**src/rtl/mstat_pkg.sv**
```systemverilog
package mstat_pkg;

   localparam int NUM_CNT = 12;

   localparam int IX_TX_GOOD  = 0;
   localparam int IX_MAXCOL   = 1;
   localparam int IX_LATE     = 2;
   localparam int IX_URUN     = 3;
   localparam int IX_CRS      = 4;
   localparam int IX_DEFER    = 5;
   localparam int IX_SINGLE   = 6;
   localparam int IX_MULTI    = 7;
   localparam int IX_TOTAL    = 8;
   localparam int IX_RX_GOOD  = 9;
   localparam int IX_RX_CRC   = 10;
   localparam int IX_RX_ALIGN = 11;

   localparam int NUM_TX = 9;
   localparam int NUM_RX = 3;

   typedef enum logic {
      MODE_KEEP  = 1'b0,
      MODE_CLEAR = 1'b1
   } dump_mode_e;

   typedef enum logic {
      SEQ_IDLE = 1'b0,
      SEQ_RUN  = 1'b1
   } seq_state_e;

endpackage

```
**src/rtl/mstat_tx_class.sv**
```systemverilog
module mstat_tx_class #(
   parameter int NCOL_W = 5,
   parameter int URUN_W = 4,
   parameter int INC_W  = 5
) (
   input  logic              done,
   input  logic              sent,
   input  logic              abort_maxcol,
   input  logic              abort_late,
   input  logic              defer,
   input  logic              crs_lost,
   input  logic [NCOL_W-1:0] ncol,
   input  logic [URUN_W-1:0] urun,
   output logic [INC_W-1:0]  inc_good,
   output logic [INC_W-1:0]  inc_maxcol,
   output logic [INC_W-1:0]  inc_late,
   output logic [INC_W-1:0]  inc_urun,
   output logic [INC_W-1:0]  inc_crs,
   output logic [INC_W-1:0]  inc_defer,
   output logic [INC_W-1:0]  inc_single,
   output logic [INC_W-1:0]  inc_multi,
   output logic [INC_W-1:0]  inc_total
);

   localparam logic [INC_W-1:0] ONE = INC_W'(1);

   logic aborted;
   logic delivered;
   logic one_col;
   logic many_col;

   always_comb begin
      aborted   = abort_maxcol | abort_late;
      delivered = done & sent & ~aborted;
      one_col   = (ncol == NCOL_W'(1));
      many_col  = (ncol > NCOL_W'(1));

      inc_good   = delivered ? ONE : '0;
      inc_maxcol = (done & abort_maxcol) ? ONE : '0;
      inc_late   = (done & abort_late) ? ONE : '0;
      inc_crs    = (delivered & crs_lost) ? ONE : '0;
      inc_defer  = (done & defer) ? ONE : '0;
      inc_single = (delivered & one_col) ? ONE : '0;
      inc_multi  = (delivered & many_col) ? ONE : '0;
      inc_total  = done ? INC_W'(ncol) : '0;
      inc_urun   = done ? INC_W'(urun) : '0;
   end

endmodule

```
**src/rtl/mstat_rx_class.sv**
```systemverilog
module mstat_rx_class #(
   parameter int INC_W = 5
) (
   input  logic             done,
   input  logic             stored,
   input  logic             short_err,
   input  logic             crc_bad,
   input  logic             misalign,
   output logic [INC_W-1:0] inc_good,
   output logic [INC_W-1:0] inc_crc,
   output logic [INC_W-1:0] inc_align
);

   localparam logic [INC_W-1:0] ONE = INC_W'(1);

   logic sized_ok;
   logic err_align;
   logic err_crc;
   logic good;

   always_comb begin
      sized_ok  = done & ~short_err;
      err_align = sized_ok & crc_bad & misalign;
      err_crc   = sized_ok & crc_bad & ~misalign;
      good      = sized_ok & stored & ~crc_bad;

      inc_good  = good ? ONE : '0;
      inc_crc   = err_crc ? ONE : '0;
      inc_align = err_align ? ONE : '0;
   end

endmodule

```
**src/rtl/mstat_cntr.sv**
```systemverilog
module mstat_cntr #(
   parameter int CNT_W    = 32,
   parameter int INC_W    = 5,
   parameter bit SATURATE = 1'b1
) (
   input  logic             clk,
   input  logic             rst_n,
   input  logic             clr,
   input  logic [INC_W-1:0] inc,
   output logic [CNT_W-1:0] q
);

   logic [CNT_W-1:0] base;
   logic [CNT_W:0]   sum;
   logic [CNT_W-1:0] nxt;

   always_comb begin
      base = clr ? '0 : q;
      sum  = {1'b0, base} + {{(CNT_W + 1 - INC_W){1'b0}}, inc};
   end

   generate
      if (SATURATE) begin : g_sat
         always_comb nxt = sum[CNT_W] ? {CNT_W{1'b1}} : sum[CNT_W-1:0];
      end else begin : g_wrap
         always_comb nxt = sum[CNT_W-1:0];
      end
   endgenerate

   always_ff @(posedge clk) begin
      if (!rst_n) q <= '0;
      else        q <= nxt;
   end

endmodule

```
**src/rtl/mstat_dump_seq.sv**
```systemverilog
module mstat_dump_seq
   import mstat_pkg::*;
#(
   parameter int NUM   = 12,
   parameter int IDX_W = 4
) (
   input  logic             clk,
   input  logic             rst_n,
   input  logic             cmd_valid,
   input  logic             cmd_clear,
   output logic             cmd_ready,
   output logic             out_valid,
   input  logic             out_ready,
   output logic [IDX_W-1:0] idx,
   output logic             out_done,
   output logic [NUM-1:0]   clr_vec
);

   localparam logic [IDX_W-1:0] LAST_IDX = IDX_W'(NUM - 1);

   seq_state_e       state_q;
   dump_mode_e       mode_q;
   logic [IDX_W-1:0] idx_q;
   logic             fire;
   logic             last;

   always_comb begin
      cmd_ready = (state_q == SEQ_IDLE);
      out_valid = (state_q == SEQ_RUN);
      fire      = out_valid & out_ready;
      last      = (idx_q == LAST_IDX);
      out_done  = fire & last;
      idx       = idx_q;
   end

   genvar gi;
   generate
      for (gi = 0; gi < NUM; gi++) begin : g_clr
         assign clr_vec[gi] = fire & (mode_q == MODE_CLEAR) & (idx_q == IDX_W'(gi));
      end
   endgenerate

   always_ff @(posedge clk) begin
      if (!rst_n) begin
         state_q <= SEQ_IDLE;
         mode_q  <= MODE_KEEP;
         idx_q   <= '0;
      end else begin
         case (state_q)
            SEQ_IDLE: begin
               if (cmd_valid) begin
                  state_q <= SEQ_RUN;
                  mode_q  <= cmd_clear ? MODE_CLEAR : MODE_KEEP;
                  idx_q   <= '0;
               end
            end
            default: begin
               if (fire) begin
                  if (last) begin
                     state_q <= SEQ_IDLE;
                     idx_q   <= '0;
                  end else begin
                     idx_q <= idx_q + IDX_W'(1);
                  end
               end
            end
         endcase
      end
   end

endmodule

```
**src/rtl/mstat_bank.sv**
```systemverilog
module mstat_bank
   import mstat_pkg::*;
#(
   parameter int CNT_W    = 32,
   parameter int NCOL_W   = 5,
   parameter int URUN_W   = 4,
   parameter int OFS_W    = 8,
   parameter bit SATURATE = 1'b1
) (
   input  logic              clk,
   input  logic              rst_n,
   input  logic              tx_done,
   input  logic              tx_sent,
   input  logic              tx_abort_maxcol,
   input  logic              tx_abort_late,
   input  logic              tx_defer,
   input  logic              tx_crs_lost,
   input  logic [NCOL_W-1:0] tx_ncol,
   input  logic [URUN_W-1:0] tx_urun,
   input  logic              rx_done,
   input  logic              rx_stored,
   input  logic              rx_short,
   input  logic              rx_crc_bad,
   input  logic              rx_misalign,
   input  logic              cmd_valid,
   input  logic              cmd_clear,
   output logic              cmd_ready,
   output logic              dump_valid,
   input  logic              dump_ready,
   output logic [OFS_W-1:0]  dump_offset,
   output logic [CNT_W-1:0]  dump_value,
   output logic              dump_done
);

   localparam int INC_W = (NCOL_W > URUN_W) ? NCOL_W : URUN_W;
   localparam int IDX_W = $clog2(NUM_CNT);

   generate
      if (CNT_W <= INC_W) begin : g_bad_cnt_w
         $error("mstat_bank: CNT_W must exceed the increment width");
      end
      if (OFS_W < IDX_W + 2) begin : g_bad_ofs_w
         $error("mstat_bank: OFS_W too narrow for the last byte offset");
      end
      if (NCOL_W < 1 || URUN_W < 1) begin : g_bad_fields
         $error("mstat_bank: status field widths must be at least 1");
      end
   endgenerate

   logic [INC_W-1:0] inc_a [NUM_CNT];
   logic [CNT_W-1:0] cnt_q [NUM_CNT];
   logic [NUM_CNT-1:0] clr_vec;
   logic [IDX_W-1:0]   idx;

   mstat_tx_class #(
      .NCOL_W(NCOL_W),
      .URUN_W(URUN_W),
      .INC_W (INC_W)
   ) u_tx (
      .done        (tx_done),
      .sent        (tx_sent),
      .abort_maxcol(tx_abort_maxcol),
      .abort_late  (tx_abort_late),
      .defer       (tx_defer),
      .crs_lost    (tx_crs_lost),
      .ncol        (tx_ncol),
      .urun        (tx_urun),
      .inc_good    (inc_a[IX_TX_GOOD]),
      .inc_maxcol  (inc_a[IX_MAXCOL]),
      .inc_late    (inc_a[IX_LATE]),
      .inc_urun    (inc_a[IX_URUN]),
      .inc_crs     (inc_a[IX_CRS]),
      .inc_defer   (inc_a[IX_DEFER]),
      .inc_single  (inc_a[IX_SINGLE]),
      .inc_multi   (inc_a[IX_MULTI]),
      .inc_total   (inc_a[IX_TOTAL])
   );

   mstat_rx_class #(
      .INC_W(INC_W)
   ) u_rx (
      .done     (rx_done),
      .stored   (rx_stored),
      .short_err(rx_short),
      .crc_bad  (rx_crc_bad),
      .misalign (rx_misalign),
      .inc_good (inc_a[IX_RX_GOOD]),
      .inc_crc  (inc_a[IX_RX_CRC]),
      .inc_align(inc_a[IX_RX_ALIGN])
   );

   genvar gc;
   generate
      for (gc = 0; gc < NUM_CNT; gc++) begin : g_cnt
         mstat_cntr #(
            .CNT_W   (CNT_W),
            .INC_W   (INC_W),
            .SATURATE(SATURATE)
         ) u_cnt (
            .clk  (clk),
            .rst_n(rst_n),
            .clr  (clr_vec[gc]),
            .inc  (inc_a[gc]),
            .q    (cnt_q[gc])
         );
      end
   endgenerate

   mstat_dump_seq #(
      .NUM  (NUM_CNT),
      .IDX_W(IDX_W)
   ) u_seq (
      .clk      (clk),
      .rst_n    (rst_n),
      .cmd_valid(cmd_valid),
      .cmd_clear(cmd_clear),
      .cmd_ready(cmd_ready),
      .out_valid(dump_valid),
      .out_ready(dump_ready),
      .idx      (idx),
      .out_done (dump_done),
      .clr_vec  (clr_vec)
   );

   always_comb begin
      dump_offset = {{(OFS_W - IDX_W - 2){1'b0}}, idx, 2'b00};
      dump_value  = cnt_q[idx];
   end

endmodule

```
**config.mk**
```make
export PLATFORM = sky130hd
export DESIGN_NAME = mstat_bank
export DESIGN_NICKNAME = d
export VERILOG_FILES = /design/src/rtl/mstat_pkg.sv /design/src/rtl/mstat_tx_class.sv /design/src/rtl/mstat_rx_class.sv /design/src/rtl/mstat_cntr.sv /design/src/rtl/mstat_dump_seq.sv /design/src/rtl/mstat_bank.sv
export SDC_FILE = /design/constraint.sdc
export NUM_CORES = 1
export LEC_CHECK = 0
export CORE_MARGIN = 2
export CORE_UTILIZATION = 60
export CTS_CLUSTER_SIZE = 14
export DETAILED_ROUTE_END_ITERATION = 8
export PLACE_DENSITY_LB_ADDON = 0.1
export SLEW_MARGIN = 20
export SYNTH_ARGS = -nofsm -noshare
export SYNTH_HDL_FRONTEND = slang
export SYNTH_SLANG_ARGS = --single-unit
```
**constraint.sdc**
```tcl
create_clock -name clk -period 13.4 [get_ports clk]
set_input_delay 1.34 -clock clk [delete_from_list [all_inputs] [get_ports clk]]
set_output_delay 1.34 -clock clk [all_outputs]
set_load 0.02 [all_outputs]
```
* Word-level counts from Yosys, hierarchy flattened
Index checks and enable logic that the tools add are counted.
** Word-level totals
- Register bits after elaboration :: 390
- Logic and storage cells :: 131
** Operators by class
- Add/subtract/negate cells :: 13
- Magnitude comparators :: 2
- Eq/ne operators :: 13
- Multiplexer cells :: 48
- Bitwise operators :: 36
- Reduce and logical (&&, ||, !) cells :: 4
** Operators with widths (count)
- 32-bit two-way mux :: 26
- 32-bit by 1-bit adder with 33-bit output :: 10
- 32-bit binary-select mux with 4-bit select :: 1
- 32-bit by 4-bit adder with 33-bit output :: 1
- 32-bit by 5-bit adder with 33-bit output :: 1
- 1-bit AND :: 29
- 4-bit two-way mux :: 5
- 4-bit by 3-bit == test with 1-bit output (second input constant) :: 4
- 4-bit == test (second input constant) :: 4
- 1-bit two-way mux :: 15
- 4-bit by 2-bit == test with 1-bit output (second input constant) :: 2
- 5-bit by 1-bit == test with 1-bit output (second input constant) :: 1
- 5-bit greater-or-equal comparator (second input constant) :: 1
- 5-bit by 1-bit > comparator with 1-bit output (second input constant) :: 1
- 5-bit two-way mux :: 1
- 1-bit inverter :: 5
- 4-bit inverter with 5-bit output :: 1
- 4-bit by 1-bit adder with 4-bit output (second input constant) :: 1
- 4-bit by 1-bit == test with 1-bit output (second input constant) :: 1
- 4-bit zero test :: 1
- 2-bit AND reduction :: 2
- 2-bit != test (second input constant) :: 1
- 2-bit nonzero test :: 1
- 1-bit OR :: 1

* Logic depth before layout (Yosys ltp)
Gate-level depths: netlist of the first run.
- Depth after elaboration :: 7
- Gate-level depth with buffers :: 20

* Modules after synthesis
Synthesis of the first run repeated with hierarchy kept, for this count alone.
** Second synthesis, totals
- Cell total of the unflattened synthesis :: 3282
- Area total of the unflattened synthesis :: 28566.1 µm²
** By module, submodules not included
- mstat_cntr (g_cnt[0].u_cnt ...) :: instances 6, cells an instance 239, area each 2043.2 µm², seq. area each 640.6 µm²
- mstat_cntr (g_cnt[11].u_cnt ...) :: instances 5, cells an instance 240, area each 2048.2 µm², seq. area each 640.6 µm²
- mstat_bank :: instances 1, cells an instance 303, area each 3205.6 µm², seq. area each 0.0 µm²
- mstat_cntr (g_cnt[9].u_cnt) :: instances 1, cells an instance 220, area each 1918.1 µm², seq. area each 640.6 µm²
- mstat_dump_seq :: instances 1, cells an instance 57, area each 435.4 µm², seq. area each 120.1 µm²
- mstat_tx_class :: instances 1, cells an instance 49, area each 354.1 µm², seq. area each 0.0 µm²
- mstat_rx_class :: instances 1, cells an instance 19, area each 152.6 µm², seq. area each 0.0 µm²

* Worst setup path after synthesis of the first run
OpenSTA, ideal clock, no wires.
- Path kind :: register to register
- From :: register u_seq.idx_q[0], in the netlist u_seq.idx[0]
- To :: register g_cnt[2].u_cnt.q[10]
- Data arrival time :: 4.702 ns
- Data required time :: 13.335 ns
- Setup slack :: 8.633 ns
- Stages on the path, launching flop included :: 20
- Path buffers :: 6
- Cell sequence :: dfxtp_1 > clkbuf_1 > clkbuf_1 > inv_1 > ha_1 > and4b_1 > clkbuf_1 > nand2_1 > clkbuf_1 > clkbuf_1 > and2_1 > ha_1 > ha_1 > nand4_1 > nor4_2 > nand2_1 > nor3_2 > buf_2 > a21oi_1 > nor2_1
** Between the ends
- Word-level cells in the longest chain between the ends :: 5
** Ends and longest elaborated chain
- from (decl) :: line mstat_dump_seq.sv:23 : logic [IDX_W-1:0] idx_q;
- from (signal assigned) :: line mstat_dump_seq.sv:63 : idx_q <= idx_q + IDX_W'(1);
- 4-bit by 2-bit == test with 1-bit output :: line mstat_dump_seq.sv:39 : assign clr_vec[gi] = fire & (mode_q == MODE_CLEAR) & (idx_q == IDX_W'(gi));
- 1-bit AND :: line mstat_dump_seq.sv:39
- 32-bit two-way mux :: line mstat_cntr.sv:18 : base = clr ? '0 : q;
- 32-bit by 1-bit adder with 33-bit output :: line mstat_cntr.sv:19 : sum = {1'b0, base} + {{(CNT_W + 1 - INC_W){1'b0}}, inc};
- 32-bit two-way mux :: line mstat_cntr.sv:24 : always_comb nxt = sum[CNT_W] ? {CNT_W{1'b1}} : sum[CNT_W-1:0];
- to (signal assigned) :: line mstat_cntr.sv:32 : else q <= nxt;
- to (decl) :: line mstat_cntr.sv:10 : output logic [CNT_W-1:0] q
Every way passes these cells.
A chain may end at the register's enable or synchronous reset.

* Worst setup path after layout of the first run
- From :: register u_seq.idx_q[0], in the netlist u_seq.idx[0]
- To :: output port dump_value[5]
** Between the ends
- Word-level cells in the longest chain between the ends :: 4
** Ends and longest elaborated chain
- 4-bit inverter with 5-bit output (implied by the code) :: line mstat_bank.sv:127 : dump_value = cnt_q[idx];
- 32-bit binary-select mux with 4-bit select :: line mstat_bank.sv:127
- 32-bit two-way mux (implied by the code) (2 in series) :: line mstat_bank.sv:127
- to (decl) :: line mstat_bank.sv:31 : output logic [CNT_W-1:0] dump_value,
Every way passes these cells. The select of a mux whose other input is x is not followed.

==> results of run 1 <==
==> sequential cells by signal (all words and copies together) (netlist names) <==
name / count
u_seq.idx: 4
u_seq.mode_q: 1
u_seq.out_valid: 1
g_cnt.u_cnt.q: 384
==> cell usage in the layout (no fill, tap or decap), types with 27 or more instances in the layout <==
cell type        Yosys  final
o22ai_1             33     33
nor4_1              29     27
and3_1              80     80
clkbuf_16            0     45
nor3_1              54     54
xnor2_1            176    176
o21a_1              38     38
mux2i_1             34     34
o21ai_0            151    151
nor2_1             184    184
dfxtp_1            390    388
clkdlybuf4s50_1      0     62
nand2_1            305    304
nand3_1            156    156
a21oi_1            172    172
nand4_1             99     99
mux4_2              96     96
and2_1              61     61
ha_1                33     33
xor2_1             127    127
and4_1              35     35
inv_1               80     79
==> power breakdown <==
group / switching, µW / total, µW / internal, µW
registers: 9.51 / 1180 / 1170
logic: 62.9 / 102 / 39.1
clock network: 493 / 1200 / 710
total: 566 / 2480 / 1920
==> tightest hold or removal path: stages, from the launching register on <==
cell	delay [ps]
dfxtp_1	350
nand2_1	90
a211oi_1	60
==> area by class of cell <==
class	count	area, µm²	area share
clock inverters	5	75.1	0.00299
flip-flops and latches	390	7820	0.312
inverters	81	309	0.0123
diodes	1	2.50	0.0000998
multi-input cells	2053	14200	0.565
well taps	511	639	0.0255
clock buffers	68	1320	0.0527
repair buffers	80	753	0.0300
==> per-stage QoR <==
step                      area [µm²]  cells  setup WS [ps]
after floorplan                22900   2676           8630
after global placement         23700   3115           7720
after detailed placement       23700   3115           7600
after CTS                      25100   3188           7360
after global routing           25100   3189           7080
final                          25100   3189           7330
==> worst max-delay path by stage <==
stage | depth (start not counted) | slack, ps | endpoint | startpoint
after floorplan | 19 | 8630 | g_cnt[2].u_cnt.q[10] | u_seq.idx[0]
after global placement | 11 | 7720 | g_cnt[6].u_cnt.q[27] | tx_ncol[4]
after detailed placement | 11 | 7600 | g_cnt[8].u_cnt.q[29] | dump_ready
after CTS | 6 | 7360 | dump_value[5] | u_seq.idx[0]
after global routing | 6 | 7080 | dump_value[5] | u_seq.idx[0]
final | 6 | 7330 | dump_value[5] | u_seq.idx[0]
==> per-layer routing <==
| metal | global-route usage | wire length [µm] | vias to the layer above |
|---|---|---|---|
| li1 | - | - | 9561 |
| met1 | 0.514 | 30200 | 9996 |
| met2 | 0.566 | 32600 | 1095 |
| met3 | 0.0722 | 7460 | 188 |
| met4 | 0.215 | 4520 | 0 |
| met5 | 0 | 0 | - |
==> kinds of logic (layout without fill, tap and decap cells) <==
kind of cell,count (synthesis),count (layout),synth area share
AOI/OAI and AO/OA,493,493,0.128
adders and majority gates,35,35,0.0198
other,1,5,0.000164
and+or+nand+nor,1085,1085,0.243
DFF,390,390,0.342
muxes,133,133,0.111
buffers and inverters,233,234,0.0404
xor gates and xnor gates,303,303,0.116
==> synth_stat cells (all sizes together) (7+ instances only) <==
cell type and n:
inv 81, a311oi 11, nand4 99, nand3 156
o21a 38, dfxtp 390, a21o 9, buf 39
nand2 305, clkbuf 113, a31oi 13, a211oi 19
and2 61, o22ai 33, xnor2 176, o21ai 156
nor4 33, a21oi 173, nor2 188, and4 35
xor2 127, nor3b 10, nor2b 7, and3 80
nor3 59, or4 14, mux2i 34, mux4 96
ha 33, or3 9
==> summary.txt, run 1 <==
Route
  • Wire length per cell: about 23 µm
  • Initial DRC count: 2290
  • Final WL: 74700 µm
  • Vias per Instance: between 6 and 7
  • First-pass DRT Iterations: 7
  • Vias: 20800
  • Detailed-route DRC error count: 0
  • Antenna-violating nets left: 0

Setup path
  • Crit path top cell by count: buf_4
  • Crit path max-delay family: buffers and inverters
  • Crit-path max FO: between 40 and 50
  • Worst Path Arrival: 4730 ps
  • Type of origin of the critical path: register
  • CP Class: reg -> out
  • CP Capture Type: primary output
  • Critical path cell sequence: buf_4 > buf_4 > mux4_2 > mux2i_1 > o22ai_1 > clkdlybuf4s50_1
  • RR Endpoint: g_cnt[3].u_cnt.q[5]
  • RR Startpoint: u_seq.idx[0]
  • R2R setup slack: between 8000 and 9000 ps
  • WP buf/inv: 3
  • R2R depth: 14
  • Slowest CP cell: buf_4
  • CP max stage delay: 750 ps
  • WP data required: 12060 ps

Yosys
  • Most used DFF post-synth: dfxtp_1
  • Synth top area cells: dfxtp_1, mux4_2, xnor2_1
  • Synth warnings: 0
  • Post-synth EDFFs: 0
  • Synth Register Bits: 390
  • Unique masters post-synth: 81
  • Cells after Synth: 2673
  • Seq/Total Area, Yosys: 0.342
  • Fraction of registers with async set or reset after synthesis: 0
  • Post-Syn Area: 22900 µm²
  • Syn Area/Cell: 8.55 µm²
  • Yosys top cell by area: dfxtp_1
  • Area fraction of the dominant cell type after synthesis: 0.342

Pwr
  • LEAKAGE: 0.00838 µW
  • Total power: roughly 2500 µW
  • Pwr Density: between 90 and 100 nW/µm²
  • VDD IR-drop max: 0.107 mV

Clock tree
  • Post-CTS sizing: 0
  • TritonCTS clock tree: yes
  • H-tree depth: 2
  • Hold_buf cts: 0
  • Sink Count: 390
  • CTS root buf: clkbuf_16
  • Worst-path clk slew: ~60 ps
  • Longest Clk Path Bufs: 3
  • Setup repair bufs after CTS: 0
  • Clk_lat worst skew: 580 ps
  • Num CTS Buffers: 44

Timing
  • Max Transition Viols Final: 0
  • RSZ-0062 raised after global routing: no
  • Slew margin rel.: 0.251
  • Sum of negative setup slack: 0 ps
  • Slew @ Worst Pin: 1120 ps
  • Final period util: 0.453
  • Fin crit period: approximately 6100 ps
  • Final clock skew: 15.0 ps
  • Worst hold slack: 553 ps
  • Fmax: ~160 MHz
  • Fin. Hold Viols: 0
  • Setup violators final: 0

Hold path
  • Hold path startpoint: g_cnt[4].u_cnt.q[30]
  • Min-delay worst type: reg -> reg
  • Hold Path Stages: 2
  • WHS Endpoint: g_cnt[4].u_cnt.q[30]

Die
  • Die Area: between 30000 and 40000 µm²
  • Die Y: 199 µm
  • Row count: 71
  • Initial Utilization: 0.608
  • Boundary Pins: 68
  • Chip width: 199 µm
  • Core area: 37600 µm²

Layout
  • Final #Nets: 2710
  • Share of cells above drive strength 1: 0.0799
  • Fillers: around 3200
  • Synth-to-Final Area Change: 9.69%
  • Layout Utilization: 0.667

Global route
  • Largest net degree at the start of global routing: 84
  • Number of global-route vias before repair: 19200
  • Total grt overflow: 0
  • Initial antenna violation count: 1
  • Gr usage total: 0.379
  • First-pass GRT wire length: 114000 µm

Placed design
  • HPWL Detailed: 55100 µm
  • # port buffers: 63
  • Global placement routability congestion: 0.998

Job
  • Max cap viols: 0

Run status
  • Status: complete, no violations
Note: power is estimated with default switching activity, not from simulation.
==> run 2: changes to the inputs <==
==> constraint.sdc (replaced) <==
create_clock -name clk -period 6.1 [get_ports clk]
set_input_delay 0.61 -clock clk [delete_from_list [all_inputs] [get_ports clk]]
set_output_delay 0.61 -clock clk [all_outputs]
set_load 0.02 [all_outputs]
==> run 2 against run 1 <==
Via count up 0.59%. Non-clock buffer count is 11 higher. Clock skew increased by 11 ps. Setup slack lost 6100 ps. Cell count grew 0.44%. Die area unchanged. Core utilization is 0.44 points higher. Sequential power grew 120%. Sequential cell count unchanged.
==> summary.txt, run 2 (synthesized netlist as in run 1, its figures left out) <==
Run status
  • Status: complete, no violations

Route
  • Vias: 21000 (+0.59%)
  • Vias per Instance: 6.54 (+0.15%)
  • Final WL: 72700 µm (-2.6%)
  • Antenna-violating nets left: 0 (unchanged)
  • Initial DRC count: 2252 (-1.7%)
  • First-pass DRT Iterations: 5 (-2)
  • Detailed-route DRC error count: 0 (unchanged)
  • Wire length per cell: 22.7 µm (-3.1%)

Die
  • Boundary Pins: 68 (unchanged)
  • Chip width: 199 µm (unchanged)
  • Die Area: 39700 µm² (unchanged)
  • Die Y: 199 µm (unchanged)
  • Initial Utilization: 0.608 (unchanged)
  • Core area: 37600 µm² (unchanged)
  • Row count: 71 (unchanged)

Setup path
  • CP Class: reg -> reg
  • Type of origin of the critical path: register
  • R2R depth: 14 (unchanged)
  • CP Capture Type: register
  • WP data required: 6600 ps (-5460 ps)
  • Crit-path max FO: 46 (+7.0%)
  • Worst Path Arrival: 5390 ps (+660 ps)

Global route
  • Initial antenna violation count: 1 (unchanged)
  • First-pass GRT wire length: 111000 µm (-2.1%)
  • Total grt overflow: 0 (unchanged)
  • Largest net degree at the start of global routing: 81 (-3.6%)
  • Gr usage total: 0.368 (-0.0108)
  • Number of global-route vias before repair: 19000 (-0.95%)

Hold path
  • Min-delay worst type: in -> reg
  • Hold Path Stages: 2 (unchanged)

Clock tree
  • Clk_lat worst skew: 580 ps (about the same)
  • H-tree depth: 2 (unchanged)
  • Sink Count: 390 (unchanged)
  • Num CTS Buffers: 45 (+2.3%)
  • Longest Clk Path Bufs: 3 (unchanged)
  • Setup repair bufs after CTS: 0 (unchanged)
  • Hold_buf cts: 0 (unchanged)
  • Worst-path clk slew: 60 ps (about the same)
  • Post-CTS sizing: 0 (unchanged)
  • TritonCTS clock tree: yes
  • CTS root buf: clkbuf_16

Timing
  • Fin crit period: 4890 ps
  • RSZ-0062 raised after global routing: no
  • Fmax: between 200 and 250 MHz
  • Slew @ Worst Pin: 1140 ps (+29.1 ps)
  • Setup violators final: 0 (unchanged)
  • Worst hold slack: 525 ps (-27.3 ps)
  • Fin. Hold Viols: 0 (unchanged)
  • Max Transition Viols Final: 0 (unchanged)
  • Sum of negative setup slack: 0 ps (unchanged)
  • Final period util: 0.802
  • Final clock skew: 26.0 ps (+10.9 ps)
  • Slew margin rel.: 0.231 (-0.0196)

Job
  • Max cap viols: 0 (unchanged)

Layout
  • Commonest cells after routing, fill and taps aside: dfxtp_1, nand2_1, nor2_1
  • Top reg by flops: g_cnt.u_cnt.q
  • Ant. Diodes: 0 (-1)
  • Largest register FFs: 384 (unchanged)
  • Commonest non-fill, non-tap cell in the layout: dfxtp_1
  • Synth-to-Final Area Change: 10.4%
  • Area taken by multi-input logic gates: 14100 µm² (about the same)
  • Final #Nets: 2722 (+0.44%)
  • Fillers: 3107 (-2.7%)
  • Share of cells above drive strength 1: 0.0854 (+0.00550)
  • Seq. cell area: 7820 µm² (unchanged)

Pwr
  • LEAKAGE: 0.00847 µW (+1.1%)
  • Pwr Density: 221 nW/µm² (+120%)
  • VDD IR-drop max: 0.179 mV (+67%)

Placed design
  • # port buffers: 63 (unchanged)
  • Global placement routability congestion: 0.985 (-1.3%)
  • HPWL Detailed: 53300 µm (-3.2%)
==> run 2: cell count changes in the layout (fill, tap and decap cells not counted), moves of 2 or more <==
cell / delta
buf_4: +11
bufinv_16: +2
clkbuf_1: -3
inv_6: +2
==> run 2: per-layer routing <==
metal,vias up,share of wire,global-route usage
li1,9614,-,-
met1,10100,0.41,0.498
met2,1079,0.44,0.555
met3,215,0.092,0.0603
met4,0,0.061,0.218
met5,-,0,0
==> run 2: layout make-up <==
cell class	instances	area share
inverters	81	0.0122
clock inverters	11	0.00659
repair buffers	91	0.0331
multi-input cells	2053	0.561
well taps	511	0.0253
clock buffers	66	0.0525
flip-flops and latches	390	0.310
==> run 2: critical path, stage by stage, from the launching register on <==
cell	delay, ps
dfxtp_4	750
inv_1	140
ha_1	210
buf_4	170
and4b_1	330
nand2_1	480
and2_1	210
ha_1	200
ha_1	230
nand4_1	180
a211o_1	360
nor2_1	350
and2_1	510
nand2_1	450
o21ai_0	230
==> run 2: path summary, 6_finish.rpt <==
kind | from | slack [ps] | endpoint
min reg2reg | g_cnt[4].u_cnt.q[30] | 550 | g_cnt[4].u_cnt.q[30]
max | u_seq.idx[1] | 1210 | g_cnt[9].u_cnt.q[7]
max reg2reg | u_seq.idx[1] | 1210 | g_cnt[9].u_cnt.q[7]
min | rst_n | 530 | g_cnt[0].u_cnt.q[26]
==> run 2: report_power, final <==
part	switching, µW	internal, µW	total [µW]
Combinational	139	88.1	227
Sequential	21.3	2560	2580
Clock	1100	1670	2770
Total	1260	4310	5570
==> run 2: stage by stage <==
step | setup slack (ps) | power [µW] | cell area (µm²) | cells | util
after floorplan | 1330 | 2790 | 22900 | 2676 | -
after global placement | 1360 | 2860 | 23700 | 3126 | 0.632
after detailed placement | 1250 | 2860 | 23700 | 3126 | 0.632
after CTS | 1320 | 5590 | 25200 | 3203 | 0.671
after global routing | 842 | 5720 | 25200 | 3203 | 0.672
final | 1210 | 5570 | 25200 | 3203 | 0.672
